### src/rtl/burst_col_pkg.sv
package burst_col_pkg;

  localparam int LEN_LOG_W = 2;

  // strobes from control to datapath
  typedef struct packed {
    logic load;
    logic step;
  } colStrb_t;

  // burst configuration captured at start
  typedef struct packed {
    logic                 full;
    logic                 ilv;
    logic [LEN_LOG_W-1:0] lenLog;
  } burstCfg_t;

endpackage

### src/rtl/burst_col_ctrl.sv
module burst_col_ctrl
  import burst_col_pkg::*;
(
  input  logic      clk,
  input  logic      rstN,
  input  logic      startStb,
  input  logic [2:0] blSel,
  input  logic      typeIlv,
  input  logic      advance,
  input  logic      stop,
  input  logic      atLast,
  output colStrb_t  strb,
  output burstCfg_t cfgQ,
  output logic      active,
  output logic      lastBeat
);

  logic selFull;
  logic endNow;

  assign selFull  = blSel[2];
  assign lastBeat = active & ~cfgQ.full & atLast;
  assign endNow   = active & (stop | (advance & lastBeat));

  assign strb.load = startStb;
  assign strb.step = active & advance & ~stop & ~startStb & ~lastBeat;

  always_ff @(posedge clk or negedge rstN) begin
    if (!rstN) begin
      active <= 1'b0;
      cfgQ   <= '0;
    end else if (startStb) begin
      active      <= 1'b1;
      cfgQ.full   <= selFull;
      cfgQ.ilv    <= typeIlv & ~selFull;
      cfgQ.lenLog <= blSel[LEN_LOG_W-1:0];
    end else if (endNow) begin
      active <= 1'b0;
    end
  end

endmodule

### src/rtl/burst_col_dp.sv
module burst_col_dp
  import burst_col_pkg::*;
#(
  parameter int COL_W = 8
) (
  input  logic             clk,
  input  logic             rstN,
  input  colStrb_t         strb,
  input  burstCfg_t        cfgQ,
  input  logic [COL_W-1:0] startCol,
  output logic [COL_W-1:0] colOut,
  output logic             atLast
);

  logic [COL_W-1:0] baseQ;
  logic [COL_W-1:0] beatQ;
  logic [COL_W-1:0] mask;
  logic [COL_W-1:0] linCol;
  logic [COL_W-1:0] ilvCol;

  always_ff @(posedge clk or negedge rstN) begin
    if (!rstN) begin
      baseQ <= '0;
      beatQ <= '0;
    end else if (strb.load) begin
      baseQ <= startCol;
      beatQ <= '0;
    end else if (strb.step) begin
      beatQ <= beatQ + 1'b1;
    end
  end

  assign linCol = baseQ + beatQ;
  assign ilvCol = baseQ ^ beatQ;

  for (genvar i = 0; i < COL_W; i++) begin : g_bit
    assign mask[i]   = cfgQ.full | (i < int'(cfgQ.lenLog));
    assign colOut[i] = mask[i] ? (cfgQ.ilv ? ilvCol[i] : linCol[i]) : baseQ[i];
  end

  assign atLast = (beatQ == mask);

endmodule

### src/rtl/burst_col_gen.sv
module burst_col_gen
  import burst_col_pkg::*;
#(
  parameter int COL_W = 8
) (
  input  logic             clk,
  input  logic             rstN,
  input  logic             startStb,
  input  logic [COL_W-1:0] startCol,
  input  logic [2:0]       blSel,
  input  logic             typeIlv,
  input  logic             advance,
  input  logic             stop,
  output logic [COL_W-1:0] colOut,
  output logic             beatValid,
  output logic             lastBeat
);

  colStrb_t  strb;
  burstCfg_t cfgQ;
  logic      atLast;
  logic      cfgFull;

  assign cfgFull = cfgQ.full;

  burst_col_ctrl ctrl_i (
    .clk      (clk),
    .rstN     (rstN),
    .startStb (startStb),
    .blSel    (blSel),
    .typeIlv  (typeIlv),
    .advance  (advance),
    .stop     (stop),
    .atLast   (atLast),
    .strb     (strb),
    .cfgQ     (cfgQ),
    .active   (beatValid),
    .lastBeat (lastBeat)
  );

  burst_col_dp #(.COL_W(COL_W)) dp_i (
    .clk      (clk),
    .rstN     (rstN),
    .strb     (strb),
    .cfgQ     (cfgQ),
    .startCol (startCol),
    .colOut   (colOut),
    .atLast   (atLast)
  );

endmodule

### config.mk
export PLATFORM = sky130hd
export DESIGN_NAME = burst_col_gen
export DESIGN_NICKNAME = d
export VERILOG_FILES = /design/src/rtl/burst_col_pkg.sv /design/src/rtl/burst_col_ctrl.sv /design/src/rtl/burst_col_dp.sv /design/src/rtl/burst_col_gen.sv
export SDC_FILE = /design/constraint.sdc
export NUM_CORES = 1
export LEC_CHECK = 0
export ABC_AREA = 1
export BUFFER_PORTS_ARGS = -buffer_cell sky130_fd_sc_hd__buf_4
export CAP_MARGIN = 10
export CELL_PAD_IN_SITES_DETAIL_PLACEMENT = 0
export CELL_PAD_IN_SITES_GLOBAL_PLACEMENT = 2
export CORE_MARGIN = 2
export CORE_UTILIZATION = 31
export CTS_CLUSTER_DIAMETER = 30
export DETAILED_ROUTE_END_ITERATION = 12
export PLACE_DENSITY = 0.86
export SLEW_MARGIN = 10
export SYNTH_ARGS = -nofsm -noshare
export SYNTH_HDL_FRONTEND = slang
export SYNTH_HIERARCHICAL = 1
export SYNTH_SLANG_ARGS = --single-unit
### constraint.sdc
create_clock -name clk -period 2.4 [get_ports clk]
set_input_delay 0.24 -clock clk [delete_from_list [all_inputs] [get_ports clk]]
set_output_delay 0.24 -clock clk [all_outputs]
set_load 0.01 [all_outputs]
# Yosys cells after proc, flatten, opt, wreduce, memory -nomap -nowiden

Index checks and enable logic that the tools add are counted.

Reduce and logical (&&, ||, !) cells: 2
Bitwise logic cells: 19
$add $sub $neg: 2
Magnitude comparators: 3
Multiplexer cells: 20
Equality and inequality tests: 1

Operators with widths:

| cell                                                      | number |
|---|---|
| 2-to-1 mux 1 bit                                          | 18 |
| 2-to-1 mux 8 bit                                          | 2 |
| AND 1 bit                                                 | 9 |
| adder 8 x 1 -> 8 bit, second input constant               | 1 |
| adder 8 bit                                               | 1 |
| == test 8 bit                                             | 1 |
| XOR 8 bit                                                 | 1 |
| inverter 1 bit                                            | 5 |
| less-than comparator 1 x 2 -> 1 bit, first input constant | 2 |
| bitwise OR 1 bit                                          | 4 |
| nonzero test 2 bit                                        | 2 |
| less-than comparator 2 bit, first input constant          | 1 |

Register bits: 21
Input bits: 17
Word-level logic and storage cells: 53

# Depth between registers and ports, before layout

Gate-level depths: netlist (run 1).

Depth in word-level cells: 9
Mapped depth: 15

# By module

Netlist (run 1), hierarchy kept.

By module, submodules not included:

| module         | area an instance (um2) | times used | cells each |
|---|---|---|---|
| burst_col_dp   | 1238.7                 | 1          | 167 |
| burst_col_ctrl | 230.2                  | 1          | 30 |

# Worst setup path before layout (run 1)

OpenSTA, ideal clock, no wires.

Path kind: register to register
Start: reg ctrl_i/cfgQ[3] (netlist name)
End: reg dp_i.beatQ[7]
Setup slack: 0.231 ns
Setup time: 0.128 ns
Path buffers: 1
Data arrival time: 2.042 ns
Stages on the path, launching flop included: 14
Cell sequence: dfrtp_1 > buf_6 > inv_4 > a21oi_2 > xor2_1 > nor3_2 > nand2_1 > nor2_1 > nor3_1 > nand2_2 > nor2_2 > nand2_2 > o31ai_1 > a21oi_1

RTL lines:

| element              | line               | source |
|---|---|---|
| to (signal assigned) | burst_col_dp.sv:29 | `beatQ <= beatQ + 1'b1;` |
| to (decl)            | burst_col_dp.sv:16 | `logic [COL_W-1:0] beatQ;` |

# Final worst setup path (run 1)

Start: reg dp_i.beatQ[0]
End: out colOut[4]

Word-level cells in the longest chain between the ends: 3

RTL lines:

| element                        | line                | source |
|---|---|---|
| adder 8 bit                    | burst_col_dp.sv:33  | `assign linCol = baseQ + beatQ;` |
| 2-to-1 mux 1 bit (2 in series) | burst_col_dp.sv:38  | `assign colOut[i] = mask[i] ? (cfgQ.ilv ? ilvCol[i] : linCol[i]) : baseQ[i];` |
| to (decl)                      | burst_col_gen.sv:14 | `output logic [COL_W-1:0] colOut,` |

No other way between the ends.

==> results.ini, run 1 <==
[clock_tree]
post-cts-setup-buffers = 0
cts-buffers-inserted = 3
clkTransAtPathRegs_ns = 0.09
insertion_delay_ns = 0.27
clock-sinks = 21
ctsLongestPathBuffers = 2
cts_root_buffer = clkbuf_8
htree_levels = 1
cts_tree = built

[critical_path]
slowest_stage = dfrtp_2
critPathLaunchType = register
crit_top_cell = nand2_1
path_cells = ha_1 -> fa_2 -> nand3_1 -> nand2_1 -> nand2_1 -> xor2_1 -> o21ai_1 -> buf_4
r2r_cells = 15
r2r_slack_ns = 0.27
cp-startpoint = dp_i/beatQ[0]
worstPathArrival_ns = 1.99
cp_max_fo = 5
worstReg2RegStart = ctrl_i/cfgQ[3]
endpoint_kind = output pin
crit_path_end = colOut[4]
worstPathRequired_ns = 2.16
critPathMaxStageDelay_ns = 0.45
crit_type = register to output pin
r2r_end = dp_i/beatQ[5]

[die]
floorplan.die.width_um = 72.8
coreArea_sq_mm = 0.00463
ios = 27
die_h_um = 72.8
start_util_pct = 31.7
fp-row-count = 25
fp.dieArea_sq_mm = 0.00530

[route]
post_drt_wl_per_cell_um = 12.3
drt_iter0_drc = 67
num_vias = 1343
drt-pass1-iter-count = 4
finalWirelength_um = 3460
routed_via_density = 4.78
drtAntennaViolNets = 0
drc = 0

[sta]
slew_viol_final = 0
min_period_ns = 2.23
fin_setup_tns_ns = 0
fin_hold_ws_ns = 0.163
setup_viol = 0
slew_headroom_pct = 79.7
rsz0062_at_grt = no
period_share_pct = 92.8
fmax_mhz = 449
finalHoldViolations = 0
finClkSkew_ns = 0.00895
finalWorstSetupSlack_ns = 0.172
worst_pin_slew_ns = 0.304

[layout]
num_antenna_cells = 0
area_growth_pct = 21.6
final_nets = 254
fin_cells = 281
drive_above_1_share_pct = 22.0

[pwr]
p_seq_share_pct = 47.3
intPower_mw = 0.584
p_leak_nw = 0.901
finalPower_mw = 0.846
power_frac_clock_pct = 28.7
power.share.combinational_pct = 24.0
netSwitchingPower_mw = 0.262
power_switching_share_pct = 31.0
vdd.ir_drop.worst_mv = 0.178
power_density_mw_per_mm2 = 474

[yosys]
synth_area_sq_mm = 0.00147
ys_seq_area_share_pct = 35.8
synth_nets = 223
synth-seq-cells = 21
syn_area_per_cell_sq_um = 7.46
synth_top_area_share_pct = 35.8
yosys.area.top_type = dfrtp_1
synth_cell_types = 34
synth.area.top_cells = dfrtp_1 36%, nand2_1 15%, ha_1 6.8%
synthCells = 197
yosys_warnings = 6

[min_path]
whs_path_depth = 3
hp-class = primary input to register

[placement]
place_hpwl_um = 2730
place_inst = 276
io_buffers = 26
gp_congestion = 0.756
dp_slack_ns = 0.178

[grt]
track_usage_pct = 14.5
grt_pass1_vias = 1343
antenna_found_initial = 0
grt_pass1_wl_um = 6080
grt_remaining_overflow = 0
grt_max_degree = 23

[run]
drv_cap = 0

[status]
status = finished, final reports clean

## worst min path at each step
stage | slack [ns] | to | startpoint
after floorplan | -0.06 | ctrl_i/active | rstN
after global placement | 0.15 | dp_i/baseQ[5] | rstN
after detailed placement | 0.15 | dp_i/baseQ[5] | rstN
after CTS | 0.16 | ctrl_i/cfgQ[1] | blSel[1]
after global routing | 0.18 | dp_i/baseQ[6] | startCol[6]
final | 0.16 | ctrl_i/cfgQ[1] | blSel[1]
## critical path, delay by kind of cell, from the launching register on
family / cells / cell delay (ns)
fa+ha+maj: 2 / 0.61
flops: 1 / 0.45
xor+xnor: 1 / 0.17
compound gates: 1 / 0.10
buf+inv: 1 / 0.15
simple gates: 3 / 0.24
## final cells by class
| cell class | count | area (sq um) |
|---|---|---|
| clock buffer | 3 | 41.3 |
| clock inverter | 1 | 5.00 |
| timing repair buffer | 29 | 220 |
| inverter | 23 | 88.8 |
| multi-input combinational | 150 | 835 |
| sequential | 21 | 528 |
| tap | 54 | 67.6 |
| fill | 513 | 2840 |
## synthesized netlist by cell type
master and number:
nor2_8 1, a21oi_2 1, nor2_2 3, nand2_1 58, nand4_1 2, nand3_1 11, xnor2_1 2, o22ai_1 1
nor3_1 2, nor2_1 14, and3_1 1, inv_2 1, dfrtp_1 21, clkbuf_1 1, o211ai_1 1, o21bai_1 1
nand2_2 4, nand3b_1 4, buf_6 1, inv_1 20, inv_4 1, nor2_4 1, nand2_4 1, a211oi_2 1
o31ai_1 2, o21ai_1 2, xor2_1 3, a21oi_1 10, ha_1 8, o21ai_0 14, nor3_2 1, buf_4 1
fa_1 1, clkinv_1 1
## what timing repair did
| item | 4_1_cts | 5_1_grt |
|---|---|---|
| hold buffers | 1 | 0 |
| setup endpoints to repair | 0 | 4 |
| resized for setup | 0 | 3 |
| endpoints found under the hold margin | 21 | 0 |
## cells in the final DEF, fill, tap and decap left out, types with 2 or more instances in the layout
| cell | n |
|---|---|
| dfrtp_1 | 19 |
| o31ai_1 | 2 |
| nand2_1 | 58 |
| xor2_1 | 3 |
| nand3_1 | 11 |
| nor2_1 | 14 |
| a21oi_1 | 10 |
| o21ai_0 | 14 |
| nand2_2 | 4 |
| nor3_1 | 2 |
| ha_1 | 8 |
| nor2_2 | 3 |
| buf_4 | 28 |
| inv_1 | 20 |
| clkbuf_8 | 3 |
| nand3b_1 | 4 |
| nand4_1 | 2 |
| o21ai_1 | 2 |
| dfrtp_2 | 2 |
| xnor2_1 | 2 |
## power groups by stage
| stage | registers [mW] | clock network [mW] | logic, mW |
|---|---|---|---|
| finish | 0.400 | 0.242 | 0.203 |
| global route | 0.404 | 0.264 | 0.231 |
| CTS | 0.400 | 0.255 | 0.207 |
| detailed placement | 0.408 | 0 | 0.205 |
| global placement | 0.407 | 0 | 0.206 |
| floorplan | 0.398 | 0 | 0.125 |
## cell families after synthesis
group / after synthesis / share of synthesized area, %
DFF: 21 / 35.8
adders and majority gates: 9 / 8.18
buffers and inverters: 26 / 7.58
xor gates and xnor gates: 5 / 2.98
AOI/OAI and AO/OA: 33 / 12.8
and+or+nand+nor: 103 / 32.7
## flip-flops by register name (all words and copies together) (netlist names)
signal         flops
dp_i/baseQ         8
ctrl_i/cfgQ        4
dp_i/beatQ         8
ctrl_i/active      1
## stage by stage
step	cell area [sq um]	util [%]
finish	1790	38.6
global route	1790	38.6
CTS	1780	38.5
detailed placement	1720	37.2
global placement	1720	37.2
floorplan	1470	-
## metal layers
metal / vias up / wire length, um / track usage [%]
met5: - / 0 / 0
met4: 0 / 42 / 3.70
met3: 4 / 92 / 1.38
met2: 16 / 1670 / 25.4
met1: 620 / 1650 / 19.1
li1: 703 / - / -
Power figures use the tool's default switching activity.
==> run 2: changes to the inputs <==
--- a/config.mk
+++ b/config.mk
@@ -6,15 +6,15 @@
 export NUM_CORES = 1
 export LEC_CHECK = 0
 export ABC_AREA = 1
-export BUFFER_PORTS_ARGS = -buffer_cell sky130_fd_sc_hd__buf_4
 export CAP_MARGIN = 10
 export CELL_PAD_IN_SITES_DETAIL_PLACEMENT = 0
 export CELL_PAD_IN_SITES_GLOBAL_PLACEMENT = 2
 export CORE_MARGIN = 2
-export CORE_UTILIZATION = 31
+export CORE_UTILIZATION = 35
 export CTS_CLUSTER_DIAMETER = 30
 export DETAILED_ROUTE_END_ITERATION = 12
-export PLACE_DENSITY = 0.86
+export DONT_BUFFER_PORTS = 1
+export PLACE_DENSITY = 0.85
 export SLEW_MARGIN = 10
 export SYNTH_ARGS = -nofsm -noshare
 export SYNTH_HDL_FRONTEND = slang
==> results.ini, run 2 (synthesized netlist as in run 1, its figures left out) <==
[critical_path]
critPathLaunchType = register
path_cells = ha_1 -> fa_1 -> nand3_1 -> nand2_1 -> nand2_1 -> xor2_1 -> o21ai_1
slowest_stage = dfrtp_1
crit_top_cell = nand2_1
endpoint_kind = output pin
r2r_slack_ns = 0.28  ; about the same
cp_max_fo = 5  ; unchanged
crit_type = register to output pin
r2r_cells = 13  ; -2
cp-startpoint = dp_i/beatQ[0]
critPathMaxStageDelay_ns = 0.45  ; about the same
worstPathRequired_ns = 2.16  ; about the same
worstPathArrival_ns = 1.98  ; about the same
worstReg2RegStart = ctrl_i/cfgQ[3]
r2r_end = dp_i/beatQ[7]

[layout]
finalInstanceArea_sq_mm = 0.00161  ; -9.8%
final.fill_count = 439  ; -14%
layout_common_cells = 58 x nand2_1, 20 x inv_1, 19 x dfrtp_1
final_nets = 231  ; -9.1%
layout_commonest_cell = nand2_1
top_regs = dp_i/baseQ x8, dp_i/beatQ x8, ctrl_i/cfgQ x4
drive_above_1_share_pct = 12.3  ; -9.8 points
regArea_sq_um = 528  ; unchanged
multi_input_area_sq_um = 832  ; -0.30%
num_antenna_cells = 0  ; unchanged
area_growth_pct = 9.62

[route]
drt-pass1-iter-count = 4  ; unchanged
drc = 0  ; unchanged
drtAntennaViolNets = 0  ; unchanged
num_vias = 1265  ; -5.8%
post_drt_wl_per_cell_um = 13.7  ; +11%
routed_via_density = 4.98  ; +4.2%
drt_iter0_drc = 87  ; +30%
finalWirelength_um = 3480  ; +0.58%

[grt]
track_usage_pct = 16.6  ; +2.2 points
grt_pass1_wl_um = 5800  ; -4.6%
antenna_found_initial = 0  ; unchanged
grt_pass1_vias = 1249  ; -7.0%
grt_remaining_overflow = 0  ; unchanged
grt_max_degree = 23  ; unchanged

[min_path]
min_to = dp_i/beatQ[6]
hp-class = primary input to register
whs_path_depth = 1  ; -2
hold_start = startStb

[sta]
rsz0062_at_grt = no
finalHoldViolations = 0  ; unchanged
period_share_pct = 92.5  ; -0.34 points
slew_viol_final = 0  ; unchanged
min_period_ns = 2.22  ; -0.00807 ns
fin_setup_tns_ns = 0  ; unchanged
finClkSkew_ns = 0.0101  ; +0.00119 ns
worst_pin_slew_ns = 1.01  ; +0.703 ns
fmax_mhz = 450  ; +0.36%
slew_headroom_pct = 32.6  ; -47 points
setup_viol = 0  ; unchanged
finalWorstSetupSlack_ns = 0.180  ; +0.00807 ns

[pwr]
vdd.ir_drop.worst_mv = 0.174  ; -2.1%
finalPower_mw = 0.802  ; -5.2%
p_leak_nw = 0.787  ; -13%
power_density_mw_per_mm2 = 498  ; +5.1%

[placement]
place_hpwl_um = 2710  ; -1.1%
io_buffers = 0  ; -100%
placed_cell_area_sq_mm = 0.00154  ; -11%
dp_slack_ns = 0.176  ; -0.00231 ns
gp_congestion = 0.823  ; +8.9%

[die]
die_h_um = 68.8  ; -5.6%
ios = 27  ; unchanged
coreArea_sq_mm = 0.00403  ; -13%
fp-row-count = 23  ; -8.0%
floorplan.die.width_um = 68.8  ; -5.6%
fp.dieArea_sq_mm = 0.00473  ; -11%
start_util_pct = 36.5  ; +4.7 points

[run]
drv_cap = 0  ; unchanged

[status]
status = finished, final reports clean

[clock_tree]
cts_tree = built
cts-buffers-inserted = 3  ; unchanged
insertion_delay_ns = 0.27  ; about the same
cts_root_buffer = clkbuf_8
ctsLongestPathBuffers = 2  ; unchanged
htree_levels = 1  ; unchanged
post-cts-setup-buffers = 0  ; unchanged
clock-sinks = 21  ; unchanged
clkTransAtPathRegs_ns = 0.09  ; about the same

## run 2: cell types whose count changed in the layout (fill, tap and decap cells not counted), sizes merged
cell / before / now
dlygate4sd3: 1 / 2
clkinvlp: 0 / 1
buf: 28 / 4
clkinv: 2 / 1
## run 2: stage by stage
step           hold WS (ns)  utilization (%)  std cells
5_1_grt              0.0120             40.0        254
6_report             0.0294             40.0        254
2_1_floorplan       -0.0556                -        197
3_3_place_gp        -0.0549             38.2        248
4_1_cts             0.00741             39.7        253
3_5_place_dp        -0.0550             38.2        248
## run 2: layout make-up
class | count | share of cell area, %
Multi-Input combinational cell | 150 | 51.7
Sequential cell | 21 | 32.8
Inverter | 23 | 5.52
Tap cell | 50 | 3.89
Timing Repair Buffer | 6 | 3.11
Clock buffer | 3 | 2.56
Clock inverter | 1 | 0.466
## run 2: how the worst max path moves through the flow
stage | to | slack, ns | depth (start not counted)
finish | colOut[4] | 0.18 | 7
floorplan | dp_i/beatQ[7] | 0.23 | 13
CTS | dp_i/beatQ[7] | 0.15 | 13
detailed placement | dp_i/beatQ[7] | 0.18 | 13
global placement | dp_i/beatQ[7] | 0.27 | 13
global route | colOut[6] | 0.007 | 9
## run 2: per-layer routing
metal  share of wire, %  global-route usage, %
met5                  0                      0
met4               0.55                   2.94
met3                2.7                   3.41
met2                 47                   27.6
met1                 50                   22.6
## run 2: worst max-delay path, delay by kind of cell (launching register included)
kind / cells / cell delay (ns)
DFF: 1 / 0.45
and+or+nand+nor: 3 / 0.25
xor gates and xnor gates: 1 / 0.07
AOI/OAI and AO/OA: 1 / 0.26
adders and majority gates: 2 / 0.68
## run 2: power by group
part,total [mW],leakage (nW),internal [mW],switching [mW]
combinational,0.152,0.499,0.0563,0.0960
clock,0.249,0.0217,0.118,0.131
sequential,0.401,0.266,0.374,0.0267
total,0.802,0.787,0.548,0.254
## run 2: what timing repair did
item,in CTS,in global routing
endpoints found under the setup margin,0,5
hold endpoints to repair,21,1
hold buffers,1,1
resized for setup,0,2
==> run 3: changes to the inputs <==
--- a/config.mk
+++ b/config.mk
@@ -14,6 +14,7 @@
 export CTS_CLUSTER_DIAMETER = 30
 export DETAILED_ROUTE_END_ITERATION = 12
 export DONT_BUFFER_PORTS = 1
+export HOLD_SLACK_MARGIN = 0.1
 export PLACE_DENSITY = 0.85
 export SLEW_MARGIN = 10
 export SYNTH_ARGS = -nofsm -noshare
==> constraint.sdc (replaced) <==
create_clock -name clk -period 2.5 [get_ports clk]
set_input_delay 0.25 -clock clk [delete_from_list [all_inputs] [get_ports clk]]
set_output_delay 0.25 -clock clk [all_outputs]
set_load 0.01 [all_outputs]
==> results.ini, run 3 (synthesized netlist as in run 1, its figures left out) <==
[status]
status = finished, final reports clean

[sta]
setup_viol = 0  ; unchanged
fin_setup_tns_ns = 0  ; unchanged
slew_headroom_pct = 33.3  ; +0.73 points
fin_hold_ws_ns = 0.107  ; +0.0775 ns
period_share_pct = 87.8
fmax_mhz = 456
slew_viol_final = 0  ; unchanged
rsz0062_at_grt = no
worst_pin_slew_ns = 0.997  ; -0.0109 ns
finalHoldViolations = 0  ; unchanged
min_period_ns = 2.20
finalWorstSetupSlack_ns = 0.305  ; +0.125 ns
finClkSkew_ns = 0.00284  ; -0.00731 ns

[clock_tree]
cts-buffers-inserted = 3  ; unchanged
htree_levels = 1  ; unchanged
insertion_delay_ns = 0.26  ; about the same
cts_root_buffer = clkbuf_8
ctsLongestPathBuffers = 2  ; unchanged
clkTransAtPathRegs_ns = 0.08  ; about the same
cts_tree = built
post-cts-setup-buffers = 0  ; unchanged
clock-sinks = 21  ; unchanged

[die]
fp.dieArea_sq_mm = 0.00473  ; unchanged
start_util_pct = 36.5  ; unchanged
floorplan.die.width_um = 68.8  ; unchanged
fp-row-count = 23  ; unchanged
coreArea_sq_mm = 0.00403  ; unchanged
ios = 27  ; unchanged
die_h_um = 68.8  ; unchanged

[min_path]
whs_path_depth = 2  ; +1
hp-class = primary input to register

[route]
post_drt_wl_per_cell_um = 13.9  ; +1.2%
num_vias = 1299  ; +2.7%
drc = 0  ; unchanged
drtAntennaViolNets = 0  ; unchanged
routed_via_density = 5.05  ; +1.5%
finalWirelength_um = 3560  ; +2.4%
drt-pass1-iter-count = 4  ; unchanged
drt_iter0_drc = 95  ; +9.2%

[grt]
grt_pass1_vias = 1271  ; +1.8%
grt_remaining_overflow = 0  ; unchanged
track_usage_pct = 17.2  ; +0.54 points
grt_pass1_wl_um = 6000  ; +3.5%
grt_max_degree = 22  ; -4.3%
antenna_found_initial = 0  ; unchanged

[layout]
final_nets = 234  ; +1.3%
area_growth_pct = 11.5
regArea_sq_um = 527  ; -0.24%
top_regs = dp_i/baseQ x8, dp_i/beatQ x8, ctrl_i/cfgQ x4
drive_above_1_share_pct = 10.6  ; -1.6 points
layout_common_cells = 58 x nand2_1, 20 x inv_1, 20 x dfrtp_1
fin_cells = 257  ; +1.2%
final.fill_count = 438  ; -0.23%
multi_input_area_sq_um = 832  ; unchanged
num_antenna_cells = 0  ; unchanged
layout_commonest_cell = nand2_1

[critical_path]
critPathLaunchType = register
worstPathArrival_ns = 1.95  ; -0.03 ns
worstPathRequired_ns = 2.25  ; +0.09 ns
endpoint_kind = output pin
r2r_cells = 15  ; +2
cp_max_fo = 5  ; unchanged
crit_type = register to output pin

[pwr]
netSwitchingPower_mw = 0.235  ; -7.2%
power.share.combinational_pct = 19.8  ; +0.8 points
power_frac_clock_pct = 29.9  ; -1.1 points
vdd.ir_drop.worst_mv = 0.175  ; +0.57%
power_switching_share_pct = 30.8  ; -0.86 points
power_density_mw_per_mm2 = 467  ; -6.2%
p_seq_share_pct = 50.3  ; +0.3 points
p_leak_nw = 0.800  ; +1.7%
finalPower_mw = 0.764  ; -4.6%
intPower_mw = 0.529  ; -3.4%

[placement]
place_inst = 247  ; -0.40%
place_hpwl_um = 2650  ; -1.9%
dp_slack_ns = 0.256  ; +0.0806 ns
gp_congestion = 0.763  ; -7.3%
io_buffers = 0  ; unchanged

[run]
drv_cap = 0  ; unchanged

-- run 3: final cells by class --
cell class | count | area share [%]
clock buffers | 4 | 2.75
inverters | 23 | 5.42
multi-input cells | 150 | 50.8
flip-flops and latches | 21 | 32.2
well taps | 50 | 3.82
repair buffers | 9 | 5.04
-- run 3: per-layer routing --
metal  routed length [um]  share of wire, %  track usage [%]  up-vias
li1                     -                 -                -      662
met2                 1700                48             28.6       21
met5                    0                 0                0        -
met3                   97               2.7             1.95        2
met1                 1740                49             23.4      614
met4                   25              0.70             5.15        0
-- run 3: path summary, 6_finish.rpt --
check	startpoint	end	slack, ns
min in group asynchronous	rstN	ctrl_i/active	0.60
min reg2reg	ctrl_i/cfgQ[0]	ctrl_i/cfgQ[0]	0.48
max reg2reg	ctrl_i/cfgQ[3]	dp_i/beatQ[5]	0.35
max in group asynchronous	rstN	ctrl_i/cfgQ[3]	1.23
min	startStb	ctrl_i/cfgQ[1]	0.11
max	dp_i/beatQ[0]	colOut[6]	0.30
-- run 3: timing repair --
item / CTS / global route
resized for setup: 0 / 1
hold buffers: 3 / 3
endpoints found under the hold margin: 28 / 2
setup endpoints to repair: 0 / 3
-- run 3: critical path, stage by stage (launching register included) --
cell	delay, ns
dfrtp_1	0.45
ha_1	0.26
fa_1	0.42
nand3_1	0.10
nand2_1	0.07
nand3b_1	0.11
nand2_1	0.06
nand2_1	0.05
nand3_1	0.06
nand2_1	0.11
-- run 3: through the flow --
step	util, %	cell area, sq um
floorplan	-	1470
global placement	38.0	1530
detailed placement	38.0	1530
CTS	39.9	1610
global route	40.7	1640
finish	40.7	1640
-- run 3: power by group through the flow --
stage / sequential, mW / combinational (mW) / clock [mW]
after CTS: 0.385 / 0.151 / 0.234
after global routing: 0.388 / 0.176 / 0.249
after detailed placement: 0.392 / 0.136 / 0
after global placement: 0.391 / 0.135 / 0
after floorplan: 0.382 / 0.120 / 0
final: 0.385 / 0.151 / 0.229
